### src/rtl/net_res_pkg.sv
package net_res_pkg;
  typedef enum logic [1:0] {
    LVL_0 = 2'b00,
    LVL_1 = 2'b01,
    LVL_Z = 2'b10,
    LVL_X = 2'b11
  } lvl_e;

  typedef struct packed {
    logic has0;
    logic has1;
    logic hasx;
  } net_flags_t;
endpackage

### src/rtl/net_res_flags.sv
module net_res_flags
  import net_res_pkg::*;
#(
  parameter int N = 4
) (
  input  logic [N-1:0][1:0] drv_i,
  output net_flags_t        flags_o
);
  logic [N-1:0] is0, is1, isx;

  // per-driver one-hot decode; Z sets nothing
  for (genvar k = 0; k < N; k++) begin : g_dec
    assign is0[k] = (drv_i[k] == LVL_0);
    assign is1[k] = (drv_i[k] == LVL_1);
    assign isx[k] = (drv_i[k] == LVL_X);
  end

  assign flags_o.has0 = |is0;
  assign flags_o.has1 = |is1;
  assign flags_o.hasx = |isx;
endmodule

### src/rtl/net_res_rule.sv
module net_res_rule
  import net_res_pkg::*;
(
  input  net_flags_t flags_i,
  input  logic       pullup_en_i,
  output logic [1:0] net_o
);
  lvl_e lvl;

  // priority: X, collision, 0, 1, float
  always_comb begin
    if (flags_i.hasx)                       lvl = LVL_X;
    else if (flags_i.has0 && flags_i.has1)  lvl = LVL_X;
    else if (flags_i.has0)                  lvl = LVL_0;
    else if (flags_i.has1)                  lvl = LVL_1;
    else if (pullup_en_i)                   lvl = LVL_1;
    else                                    lvl = LVL_Z;
  end

  assign net_o = lvl;
endmodule

### src/rtl/net_resolver.sv
module net_resolver
  import net_res_pkg::*;
#(
  parameter int N = 4
) (
  input  logic [N-1:0][1:0] drv_i,
  input  logic              pullup_en_i,
  output logic [1:0]        net_o
);
  net_flags_t flags;

  net_res_flags #(.N(N)) i_flags (
    .drv_i   (drv_i),
    .flags_o (flags)
  );

  net_res_rule i_rule (
    .flags_i     (flags),
    .pullup_en_i (pullup_en_i),
    .net_o       (net_o)
  );
endmodule

### config.mk
export PLATFORM = sky130hd
export DESIGN_NAME = net_resolver
export DESIGN_NICKNAME = d
export VERILOG_FILES = /design/src/rtl/net_res_pkg.sv /design/src/rtl/net_res_flags.sv /design/src/rtl/net_res_rule.sv /design/src/rtl/net_resolver.sv
export SDC_FILE = /design/constraint.sdc
export NUM_CORES = 1
export LEC_CHECK = 0
export BUFFER_PORTS_ARGS = -buffer_cell sky130_fd_sc_hd__buf_2
export CAP_MARGIN = 30
export CORE_AREA = 3 3 40 42
export DETAILED_ROUTE_END_ITERATION = 8
export DIE_AREA = 0 0 43 45
export GPL_ROUTABILITY_DRIVEN = 0
export PLACE_DENSITY_LB_ADDON = 0.12
export SETUP_SLACK_MARGIN = 0.4
export SYNTH_ARGS = -nofsm -noshare
export SYNTH_HDL_FRONTEND = slang
export SYNTH_HIERARCHICAL = 1
export SYNTH_SLANG_ARGS = --single-unit
### constraint.sdc
create_clock -name vclk -period 0.8
set_input_delay 0.12 -clock vclk [all_inputs]
set_output_delay 0.12 -clock vclk [all_outputs]
set_load 0.01 [all_outputs]
==> flow_summary.ini <==
[worst_setup_path]
path_class = input pin to output pin
critPathMaxFanout = 3
endpoint_kind = output pin
start_kind = input pin
max_stage_delay_ns = 0.23
crit_path_top_delay_cell = o22a_1
critical_path_required_ns = 0.68
worstPathArrival_ns = 0.88
crit_chain = buf_8 > o22a_1 > o221ai_2 > buf_4 > o21ai_2 > buf_2

[power_and_ir_drop]
switchingPower_mw = 0.06914
leakagePower_nw = 0.1170
seq_power_share_pct = 0
p_sw_share_pct = 43.36
power_frac_comb_pct = 100.0
internal_power_mw = 0.09031
p_per_area_mw_per_mm2 = 549.3
power_frac_clock_pct = 0
ir_worst_vdd_mv = 0.1582

[yosys]
synth_area_leaders = nand2b_1, a22oi_1, o2111ai_2, o221ai_2, o22a_1
synth-warning-count = 6
synthCells = 15
synth.top_cell.area_share_pct = 17.86
synth_cell_type_count = 11
synth_area_um2 = 105.1
synth_top_family_by_area = compound AO/OA/AOI/OAI gates
synth_mux_area_share_pct = 0
syn-num-nets = 24
yosys.area.top_type = nand2b_1
yosys.area_share.simple_pct = 25.00
synthAdderAreaFrac_pct = 0
synth_compound_area_share_pct = 67.86
synth_xor_area_share_pct = 0
syn_area_per_cell_um2 = 7.007
synth-seq-area-share_pct = 0

[sta]
slew_viol_final = 0
hold_violations = 0
fmax_mhz = 996.3
worst_pin_slew_ns = 0.2517
rsz0062_at_grt = yes
finalCriticalPeriod_ns = 1.004
finalSetupViolCount = 2
finalCritPeriodShare_pct = 125.5
maxSlewHeadroom_pct = 83.22
setup_ws_ns = -0.2037

[flow_run]
maxCapViolCount = 0

[route]
routedWlPerCell_um = 9.524
via_per_inst = 3.786
ant_nets = 0
vias = 159
drt_iter0_drc = 0
drt-total-wl_um = 400
drc = 0
detail_route.first_pass.iterations = 1

[final_layout]
drive_above_1_share_pct = 88.89
antenna_cells = 0
fillCellCount = 142
utilization_pct = 22.59
final_common_cell = buf_2
multi_input_area_um2 = 156.4
layout.nets = 38
area.growth.synth_to_final_pct = 176.2
final_cells = 42
final_cell_mix = buf_2, buf_6, nand2b_4
regArea_um2 = 0
n_sequential_cell = 0
clkbuf_count = 0

[place]
place_inst = 42
hpwl_um = 355.7
io_buffers = 11

[min_path]
holdPathEnd = net_o[1]
min_path_type = input pin to output pin
hold_start = pullup_en_i
hold_depth = 3

[global_route]
grt_pass1_wl_um = 655
grt_overflow_total = 0
grt_pass1_vias = 162
antenna_found_initial = 0
grt_max_degree = 4
grt_usage_pct = 4.146

[die]
start_util_pct = 8.179
num_io_pins = 11
die_area_mm2 = 0.001935
core_area_mm2 = 0.001285
die_y_um = 45
row_count = 13
die_w_um = 43

[run_status]
status = complete, but fails checks
violations = negative setup slack

[cts]
post_cts_buffers = 0
cts_hold_buffers = 0
## cell type report
type | count | area share, %
multi-input combinational | 13 | 53.88
tap | 15 | 6.466
timing repair buffer | 12 | 37.07
inverter | 2 | 2.586
## worst max-delay path by stage
stage	start	to	slack [ns]
floorplan	drv_i[1]	net_o[1]	0.02
global placement	drv_i[4]	net_o[1]	-0.25
detailed placement	drv_i[4]	net_o[1]	-0.25
CTS	drv_i[4]	net_o[0]	-0.21
global route	drv_i[4]	net_o[0]	-0.25
finish	drv_i[4]	net_o[0]	-0.20
## synth_stat cells, drive strengths merged
master   count
a21oi        1
a22oi        2
inv          2
nand2        1
nand2b       3
nor2         1
o2111ai      1
o21ai        1
o221ai       1
o22a         1
o31ai        1
## routing by layer
| metal | wire [um] | GRT usage (%) | vias to the layer above |
|---|---|---|---|
| met5 | 0 | 0 | - |
| met4 | 0 | 0 | 0 |
| met1 | 182 | 6.429 | 68 |
| met3 | 40 | 1.195 | 0 |
| li1 | - | - | 83 |
| met2 | 177 | 5.988 | 8 |
## what timing repair did
| item | in CTS | in global routing |
|---|---|---|
| resized for setup | 10 | 5 |
| hold endpoints to repair | 0 | 0 |
| setup endpoints to repair | 2 | 2 |
| pin swaps | 4 | 4 |
## power groups by stage
stage	Clock (mW)	Combinational (mW)	Sequential, mW
2_1_floorplan	0	0.0667	0
4_1_cts	0	0.149	0
3_3_place_gp	0	0.126	0
3_5_place_dp	0	0.125	0
6_report	0	0.159	0
5_1_grt	0	0.172	0
## critical path: cells and delay by family
family          cells  cell delay (ns)
buf+inv             3             0.39
compound gates      3             0.37
## cells by family (layout without fill, tap and decap cells)
| kind of cell | Yosys count | after routing |
|---|---|---|
| compound gates | 8 | 8 |
| simple gates | 5 | 5 |
| buf+inv | 2 | 14 |
## stage by stage
step                setup TNS, ns  instance area, um2  total power [mW]  hold slack, ns  setup slack (ns)
CTS                       -0.4094               270.3            0.1486          0.5272           -0.2074
detailed placement        -0.4719               229.0            0.1255          0.5327           -0.2498
global placement          -0.4750               229.0            0.1262          0.5266           -0.2526
global route              -0.4936               290.3            0.1722          0.5479           -0.2486
finish                    -0.3951               290.3            0.1594          0.5268           -0.2037
floorplan                       0               147.6           0.06668          0.3113           0.01871
Power figures use the tool's default switching activity.
